<file path="config.mk">
export PLATFORM = sky130hd
export DESIGN_NAME = bbs_scanner
export DESIGN_NICKNAME = d
export VERILOG_FILES = /design/src/rtl/bbs_pkg.sv /design/src/rtl/bbs_row_gen.sv /design/src/rtl/bbs_bad_tally.sv /design/src/rtl/bbs_scanner.sv
export SDC_FILE = /design/constraint.sdc
export NUM_CORES = 1
export LEC_CHECK = 0
export ABC_AREA = 1
export ABC_CLOCK_PERIOD_IN_PS = 3800
export BUFFER_PORTS_ARGS = -buffer_cell sky130_fd_sc_hd__buf_4
export CORE_MARGIN = 2
export CORE_UTILIZATION = 50
export DETAILED_ROUTE_END_ITERATION = 8
export MAX_ROUTING_LAYER = met4
export PLACE_DENSITY = 0.77
export SYNTH_ARGS = -nofsm -noshare
export SYNTH_HDL_FRONTEND = slang
export SYNTH_SLANG_ARGS = --single-unit
</file>
<file path="constraint.sdc">
create_clock -name clk -period 3.8 [get_ports clk]
set_clock_uncertainty 0.15 [all_clocks]
set_input_delay 0.76 -clock clk [delete_from_list [all_inputs] [get_ports clk]]
set_output_delay 0.76 -clock clk [all_outputs]
set_load 0.005 [all_outputs]
</file>
<file path="src/rtl/bbs_pkg.sv">
package bbs_pkg;

   typedef enum logic [1:0] {
      S_IDLE = 2'd0,
      S_REQ  = 2'd1,
      S_WAIT = 2'd2,
      S_FIN  = 2'd3
   } scan_st_t;

endpackage

</file>
<file path="src/rtl/bbs_row_gen.sv">
module bbs_row_gen #(
   parameter int BLK_W     = 11,
   parameter int PAGE_BITS = 6
) (
   input  logic [BLK_W-1:0]           blk,
   input  logic                       pg,
   output logic [BLK_W+PAGE_BITS-1:0] row
);
   localparam int ROW_W = BLK_W + PAGE_BITS;

   generate
      if (PAGE_BITS < 1) begin : g_bad_pb
         $error("bbs_row_gen: PAGE_BITS must be at least 1");
      end
   endgenerate

   always_comb begin
      row = {blk, {PAGE_BITS{1'b0}}};
      row = row | ROW_W'(pg);
   end
endmodule

</file>
<file path="src/rtl/bbs_bad_tally.sv">
module bbs_bad_tally #(
   parameter int CNT_W   = 12,
   parameter int MAX_BAD = 40
) (
   input  logic             clk,
   input  logic             rst_n,
   input  logic             clr,
   input  logic             inc,
   output logic [CNT_W-1:0] count,
   output logic             over
);
   localparam logic [CNT_W-1:0] CNT_MAX = {CNT_W{1'b1}};

   generate
      if (CNT_W < 1) begin : g_bad_w
         $error("bbs_bad_tally: CNT_W must be at least 1");
      end
      if (MAX_BAD >= (2 ** CNT_W) - 1) begin : g_bad_lim
         $error("bbs_bad_tally: MAX_BAD must be below the counter ceiling");
      end
   endgenerate

   always_ff @(posedge clk or negedge rst_n) begin
      if (!rst_n) begin
         count <= '0;
      end else if (clr) begin
         count <= '0;
      end else if (inc && count != CNT_MAX) begin
         count <= count + 1'b1;
      end
   end

   assign over = (count > CNT_W'(MAX_BAD));

   // once at the ceiling, the tally stays there until cleared
   a_r6_sat_hold: assert property (@(posedge clk) disable iff (!rst_n)
      (count == CNT_MAX && !clr) |=> count == CNT_MAX);

   // without a clear the tally never goes down
   a_r6_no_wrap: assert property (@(posedge clk) disable iff (!rst_n)
      !clr |=> count >= $past(count));
endmodule

</file>
<file path="src/rtl/bbs_scanner.sv">
module bbs_scanner
   import bbs_pkg::*;
#(
   parameter int          N_BLOCKS  = 2048,
   parameter int          PAGE_BITS = 6,
   parameter int          COL_W     = 12,
   parameter int          SPARE_COL = 2048,
   parameter int          DATA_W    = 8,
   parameter int          CNT_W     = 12,
   parameter int          MAX_BAD   = 40,
   parameter bit          SKIP_P1   = 1'b1,
   localparam int         BLK_W     = $clog2(N_BLOCKS),
   localparam int         ROW_W     = BLK_W + PAGE_BITS
) (
   input  logic              clk,
   input  logic              rst_n,
   input  logic              start,
   output logic              rd_req,
   output logic [ROW_W-1:0]  rd_row,
   output logic [COL_W-1:0]  rd_col,
   input  logic              rsp_valid,
   input  logic [DATA_W-1:0] rsp_data,
   output logic              bm_we,
   output logic [BLK_W-1:0]  bm_addr,
   output logic              bm_bad,
   output logic              busy,
   output logic              done,
   output logic [CNT_W-1:0]  bad_count,
   output logic              over_limit,
   output logic              blk0_bad
);
   localparam logic [BLK_W-1:0]  LAST_BLK = BLK_W'(N_BLOCKS - 1);
   localparam logic [DATA_W-1:0] ERASED   = {DATA_W{1'b1}};

   generate
      if (N_BLOCKS < 2) begin : g_bad_nb
         $error("bbs_scanner: N_BLOCKS must be at least 2");
      end
      if (SPARE_COL >= (2 ** COL_W)) begin : g_bad_col
         $error("bbs_scanner: SPARE_COL does not fit in COL_W");
      end
   endgenerate

   scan_st_t         st;
   logic [BLK_W-1:0] blk;
   logic             pg;
   logic             seen_bad;
   logic             byte_bad;
   logic             go_p1;
   logic             blk_bad;
   logic             decide;
   logic             tally_inc;
   logic             tally_clr;

   assign byte_bad = (rsp_data != ERASED);
   assign blk_bad  = byte_bad | seen_bad;

   generate
      if (SKIP_P1) begin : g_skip
         assign go_p1 = ~pg & ~byte_bad;
      end else begin : g_full
         assign go_p1 = ~pg;
      end
   endgenerate

   assign decide    = (st == S_WAIT) && rsp_valid && !go_p1;
   assign tally_inc = decide && blk_bad;
   assign tally_clr = (st == S_IDLE) && start;

   always_ff @(posedge clk or negedge rst_n) begin
      if (!rst_n) begin
         st       <= S_IDLE;
         blk      <= '0;
         pg       <= 1'b0;
         seen_bad <= 1'b0;
         bm_we    <= 1'b0;
         bm_addr  <= '0;
         bm_bad   <= 1'b0;
         blk0_bad <= 1'b0;
      end else begin
         bm_we <= 1'b0;
         unique case (st)
            S_IDLE: begin
               if (start) begin
                  st       <= S_REQ;
                  blk      <= '0;
                  pg       <= 1'b0;
                  seen_bad <= 1'b0;
                  blk0_bad <= 1'b0;
               end
            end
            S_REQ: st <= S_WAIT;
            S_WAIT: begin
               if (rsp_valid) begin
                  if (go_p1) begin
                     pg       <= 1'b1;
                     seen_bad <= byte_bad;
                     st       <= S_REQ;
                  end else begin
                     bm_we    <= 1'b1;
                     bm_addr  <= blk;
                     bm_bad   <= blk_bad;
                     if (blk == '0 && blk_bad) blk0_bad <= 1'b1;
                     pg       <= 1'b0;
                     seen_bad <= 1'b0;
                     if (blk == LAST_BLK) begin
                        st <= S_FIN;
                     end else begin
                        blk <= blk + 1'b1;
                        st  <= S_REQ;
                     end
                  end
               end
            end
            S_FIN:   st <= S_IDLE;
            default: st <= S_IDLE;
         endcase
      end
   end

   bbs_row_gen #(.BLK_W(BLK_W), .PAGE_BITS(PAGE_BITS)) u_row (
      .blk (blk),
      .pg  (pg),
      .row (rd_row)
   );

   bbs_bad_tally #(.CNT_W(CNT_W), .MAX_BAD(MAX_BAD)) u_tally (
      .clk   (clk),
      .rst_n (rst_n),
      .clr   (tally_clr),
      .inc   (tally_inc),
      .count (bad_count),
      .over  (over_limit)
   );

   assign rd_req = (st == S_REQ);
   assign rd_col = COL_W'(SPARE_COL);
   assign busy   = (st != S_IDLE);
   assign done   = (st == S_FIN);

   // a request is never followed by another before its answer
   a_r2_single_outstanding: assert property (@(posedge clk) disable iff (!rst_n)
      rd_req |=> !rd_req);

   // bitmap writes only happen inside a scan
   a_r5_write_in_scan: assert property (@(posedge clk) disable iff (!rst_n)
      bm_we |-> busy);

   // the block-0 flag rises only together with a bad write to entry 0
   a_r8_blk0_source: assert property (@(posedge clk) disable iff (!rst_n)
      $rose(blk0_bad) |-> (bm_we && bm_addr == '0 && bm_bad));

   // done lasts one cycle and the scan is over afterwards
   a_r9_done_pulse: assert property (@(posedge clk) disable iff (!rst_n)
      done |=> (!done && !busy));

   // done coincides with the final bitmap write
   a_r9_done_with_last: assert property (@(posedge clk) disable iff (!rst_n)
      done |-> (bm_we && bm_addr == LAST_BLK));

   // a start during a running scan does not restart or stop it
   a_r10_start_ignored: assert property (@(posedge clk) disable iff (!rst_n)
      (busy && !done && start) |=> busy);
endmodule

</file>
Yosys cells after proc, flatten, opt, wreduce, memory -nomap -nowiden. Cells that the tools add are included. Widths: inputs -> output; s select.

Register bits: 41. Bits of input ports: 12. Word-level logic and storage cells: 72.

Add/sub/neg operators: 2. Magnitude comparators: 1. Eq/ne operators: 11. Muxes and demuxes: 26. Bitwise logic cells: 6. Reduce and logical (&&, ||, !) cells: 17.

Operator list (number): $mux 11 (4); $mux 12 (2); $pmux 11 s2 (1); $or 17x1->17 (1); $add 12x1->12 const B (1); $gt 12x6->1 const B (1); $ne 12x12->1 const B (1); $add 11x1->11 const B (1); $eq 11x11->1 const B (1); $logic_not 11->1 (1); $mux 1 (11); $reduce_and 5->1 (2); $mux 2 (4); $ne 2x2->1 const B (4); $ne 8x8->1 const B (1); $pmux 2 s4 (1); $logic_and 1x1->1 (6); $pmux 1 s2 (3); $reduce_and 3->1 (2); $reduce_bool 2->1 (3); $eq 2x2->1 const B (2); $not 1->1 (3); $eq 2x1->1 const B (1); $logic_not 2->1 (1); other kinds (5) (5).

Depth between registers and ports, before layout.
Word-level depth: 9. Mapped depth: 10. Gate-level depth less buffers: 9.

Cells and area by module. A second synthesis with hierarchy kept.

Cells, all modules: 364. Area total of the unflattened synthesis: 2587.5 µm².

Modules (own cells, without submodules): bbs_scanner (instances 1, cells an instance 233, area an instance 1660.3 µm², seq. area each 725.7 µm²); bbs_bad_tally (instances 1, cells an instance 113, area an instance 795.8 µm², seq. area each 300.3 µm²); bbs_row_gen (instances 1, cells an instance 18, area an instance 131.4 µm², seq. area each 0.0 µm²).

Least setup slack after synthesis. No wires, ideal clock.

Kind: register -> output. Start: register u_tally.count[0]. End: output port over_limit. Arrival: 947 ps. Path slack: 1943 ps. Stages on the path, launching flop included: 5. Path through: dfrtp_1 inv_1 ha_1 nor3b_1 o221ai_1.

Word-level cells in the longest chain between the ends: 1.

Ends and longest elaborated chain: start, declared (RTL line bbs_bad_tally.sv:9) `output logic [CNT_W-1:0] count,`; start signal, assigned (RTL line bbs_bad_tally.sv:29) `count <= count + 1'b1;`; $gt 12x6->1 (RTL line bbs_bad_tally.sv:33) `assign over = (count > CNT_W'(MAX_BAD));`; end, declared (RTL line bbs_scanner.sv:29) `output logic over_limit,`.

Every way passes these cells.

Worst setup path in the final report. Same ends and word-level chain as after synthesis.

==> results.json <==
{
  "synth_adder_area_share_pct": 1.949,
  "clock_insertion_delay_worst_skew_ps": 300,
  "grt.met1_usage_pct": 30.29,
  "path_delay_family": "flip-flops",
  "postRouteAntennaNets": 0,
  "r2r_setup_slack_ps": 1830,
  "final_period_minus_worst_setup_slack_ps": 2396,
  "grt_use_met2_pct": 33.53,
  "synth_commonest_cells": "114 x nand2_1, 41 x dfrtp_1, 38 x nor2_1",
  "chipWidth_um": 75.66,
  "cellLeakagePower_nw": 1.629,
  "avgRoutedWirePerCell_um": 12.07,
  "final.period_utilization_pct": 63.06,
  "synth_compound_area_share_pct": 3.801,
  "floorplan.rows": 26,
  "status": "complete, no violations",
  "place_inst": 468,
  "critical_path_peak_fanout": 5,
  "edff_count_synth": 0,
  "timing.hold.worst.class": "input port to asynchronous set/reset pin",
  "finalHoldViolations": 0,
  "grt_pass1_wl_mm": 9.439,
  "worstSetupPathDepth": 5,
  "relSlewSlack_pct": 65.57,
  "drc_errors": 0,
  "numClockSinks": 41,
  "grt_met3_use_pct": 4.101,
  "stdcell_count": 476,
  "final_layout_size_suffix_gt1_share_pct": 19.70,
  "most_instantiated_library_cell_after_synthesis": "nand2_1",
  "r2r-end": "u_tally.count[6]$_DFFE_PN0P_",
  "synth_flop_cell": "dfrtp_1",
  "start_kind": "register",
  "worst_path_largest_cell_delay_ps": 420,
  "place_worst_setup_slack_ps": 1561,
  "drt-total-wl_mm": 5.743,
  "critical_path.startpoint": "u_tally.count[0]$_DFFE_PN0P_",
  "n_antenna_cell": 0,
  "peak_supply_drop_uv": 389.7,
  "crit_path_cell_trace": "inv_1 -> ha_1 -> nor3b_1 -> o221ai_1 -> buf_4",
  "cts_inserted_buffers": 5,
  "drv_cap": 0,
  "floorplan.io_pins": 71,
  "vias_per_cell": 4.956,
  "max-clock-path-buffers": 2,
  "htreeDepth": 2,
  "dpl.hpwl_mm": 4.303,
  "layout.nets": 421,
  "grt-ovfl-total": 0,
  "ctsHoldBuffers": 0,
  "power_density_mw_per_mm2": 436.2,
  "tightest_slew_ps": 516.4,
  "synth.avg_cell_area_um2": 7.192,
  "cp-end-kind": "output pin",
  "crit-reg2reg-launch": "st[0]$_DFFE_PN0P_",
  "cts_root_buffer": "clkbuf_8",
  "dominant_combinational_cell_family_by_area_after_synthesis": "simple AND/OR/NAND/NOR gates",
  "gp_congestion": 0.9044,
  "fillerInstances": 493,
  "drt_pre_antenna_iters": 4,
  "synth-simple-area-share_pct": 38.45,
  "synth_async_reset_ratio_pct": 100.0,
  "critical_path_required_ps": 2890,
  "synthToLayoutAreaGrowth_pct": 17.69,
  "buffer_ports.inserted": 53,
  "grt_pass1_vias": 2064,
  "post_synth_num_cell_types": 32,
  "max_freq_ghz": 0.4173,
  "ys_top_cells_by_area": "dfrtp_1 40%, nand2_1 17%, nand3_1 6.4%, nor2_1 5.6%, buf_4 5.3%",
  "core_area_mm2": 0.005042,
  "ctsResizeCount": 0,
  "syn_area_mm2": 0.002567,
  "die_height_um": 75.66,
  "timing.critical_path.slowest_stage_cell": "dfrtp_1",
  "global_route.peak_usage_layer": "met2",
  "reg2reg_depth": 7,
  "synth_seq_area_share_pct": 39.96,
  "dr_total_vias": 2359,
  "critical_path.n_buffers_inverters": 2,
  "finish.utilization_pct": 59.93,
  "cp.arrival_ps": 1490,
  "report.final.setup_viol": 0,
  "fraction_of_post_synthesis_cell_area_in_the_top_cell_type_by_area_pct": 39.96,
  "crit_end": "over_limit",
  "clk_transition_reported_paths_ps": 80,
  "postCtsSetupRepairBufs": 0,
  "synth.largest_area_cell": "dfrtp_1",
  "fp.dieArea_mm2": 0.005724,
  "synth.yosys.warnings": 0,
  "setup_slack_ps": 1404,
  "start_util_pct": 50.92,
  "synth.ff_latch_count": 41,
  "pin_count_of_the_biggest_net_entering_global_routing": 42,
  "grt_setup_unrepaired": "no",
  "first_iter_violations": 98,
  "grtUsageTotal_pct": 22.14,
  "timing.setup.tns_ps": 0,
  "synth_xor_xnor_area_share_pct": 2.388,
  "multiplexer_share_of_the_synthesized_area_pct": 0,
  "timing.setup.critical_path_class": "register to output pin",
  "tritoncts": "done",
  "antenna_found_initial": 0,
  "finalMaxSlewViolations": 0,
  "number_of_standard_cells_after_synthesis": 357
}
-- layout make-up --
cell class                 instances  area [um^2]  area share, %
clock buffer                       6        82.58          2.733
clock inverter                     2        13.76         0.4555
inverter                          41        153.9          5.093
multi-input combinational        263         1260          41.70
sequential                        41         1026          33.95
tap                               70        87.58          2.899
timing repair buffer              53        397.9          13.17
-- stage by stage --
stage	power, mW	hold WS (ps)	cell area [um^2]
3_5_place_dp	1.023	318.9	2925
6_report	1.318	281.4	3022
3_3_place_gp	1.007	323.6	2925
4_1_cts	1.328	295.6	3022
2_1_floorplan	0.8601	310.0	2624
5_1_grt	1.410	321.0	3022
-- worst reg2reg max path, delay by kind of cell, from the launching register on --
family / cells / cell delay [ps]
flops: 1 / 460
simple gates: 6 / 1140
buf+inv: 1 / 150
-- per-layer routing --
layer,up-vias,wire [um]
met5,-,0
met2,61,2703
met4,0,68
met1,1103,2718
li1,1191,-
met3,4,253
-- power by group --
| group | leakage [nW] | switching (mW) | internal (mW) |
|---|---|---|---|
| clock network | 0.0512 | 0.159 | 0.147 |
| registers | 0.561 | 0.0729 | 0.493 |
| logic | 1.02 | 0.273 | 0.173 |
-- cell usage in the layout, fill, tap and decap left out, types with 2 or more instances in the layout --
cell | Yosys | final
nor3_1 | 5 | 5
ha_1 | 4 | 4
nand3_2 | 2 | 2
xor2_1 | 6 | 6
a21oi_1 | 2 | 2
o21ai_1 | 9 | 9
inv_1 | 35 | 35
nand3_1 | 33 | 33
nor2_2 | 2 | 2
nor2_1 | 38 | 38
o21ai_0 | 2 | 2
dfrtp_1 | 41 | 41
nand2_1 | 114 | 114
inv_2 | 5 | 5
buf_4 | 18 | 53
conb_1 | 2 | 17
nand2_2 | 3 | 3
nand4_1 | 14 | 14
clkbuf_8 | 0 | 6
nor2_4 | 3 | 3
-- worst min-delay path by stage --
stage                                       from                      to  slack (ps)  cells after the start
after floorplan                            rst_n    blk0_bad$_DFFE_PN0P_         310                      0
after global placement    bm_addr[4]$_DFFE_PN0P_  bm_addr[4]$_DFFE_PN0P_         320                      2
after detailed placement  bm_addr[8]$_DFFE_PN0P_  bm_addr[8]$_DFFE_PN0P_         320                      2
after CTS                                  rst_n      blk[6]$_DFFE_PN0P_         300                      1
after global routing                       rst_n      blk[6]$_DFFE_PN0P_         320                      1
final                                      rst_n  bm_addr[3]$_DFFE_PN0P_         280                      1
-- state kept, by name (all words and copies together) (netlist names) --
register	count
bm_bad	1
bm_we	1
u_tally.count	12
seen_bad	1
blk0_bad	1
bm_addr	11
blk	11
pg	1
st	2
-- cells by family (layout without fill, tap and decap cells) --
logic type / Yosys count / in the layout
simple gates: 219 / 219
compound gates: 16 / 16
other cells: 2 / 17
xor+xnor: 7 / 7
flops: 41 / 41
buf+inv: 68 / 102
fa+ha+maj: 4 / 4
(Power assumes the default switching activity.)
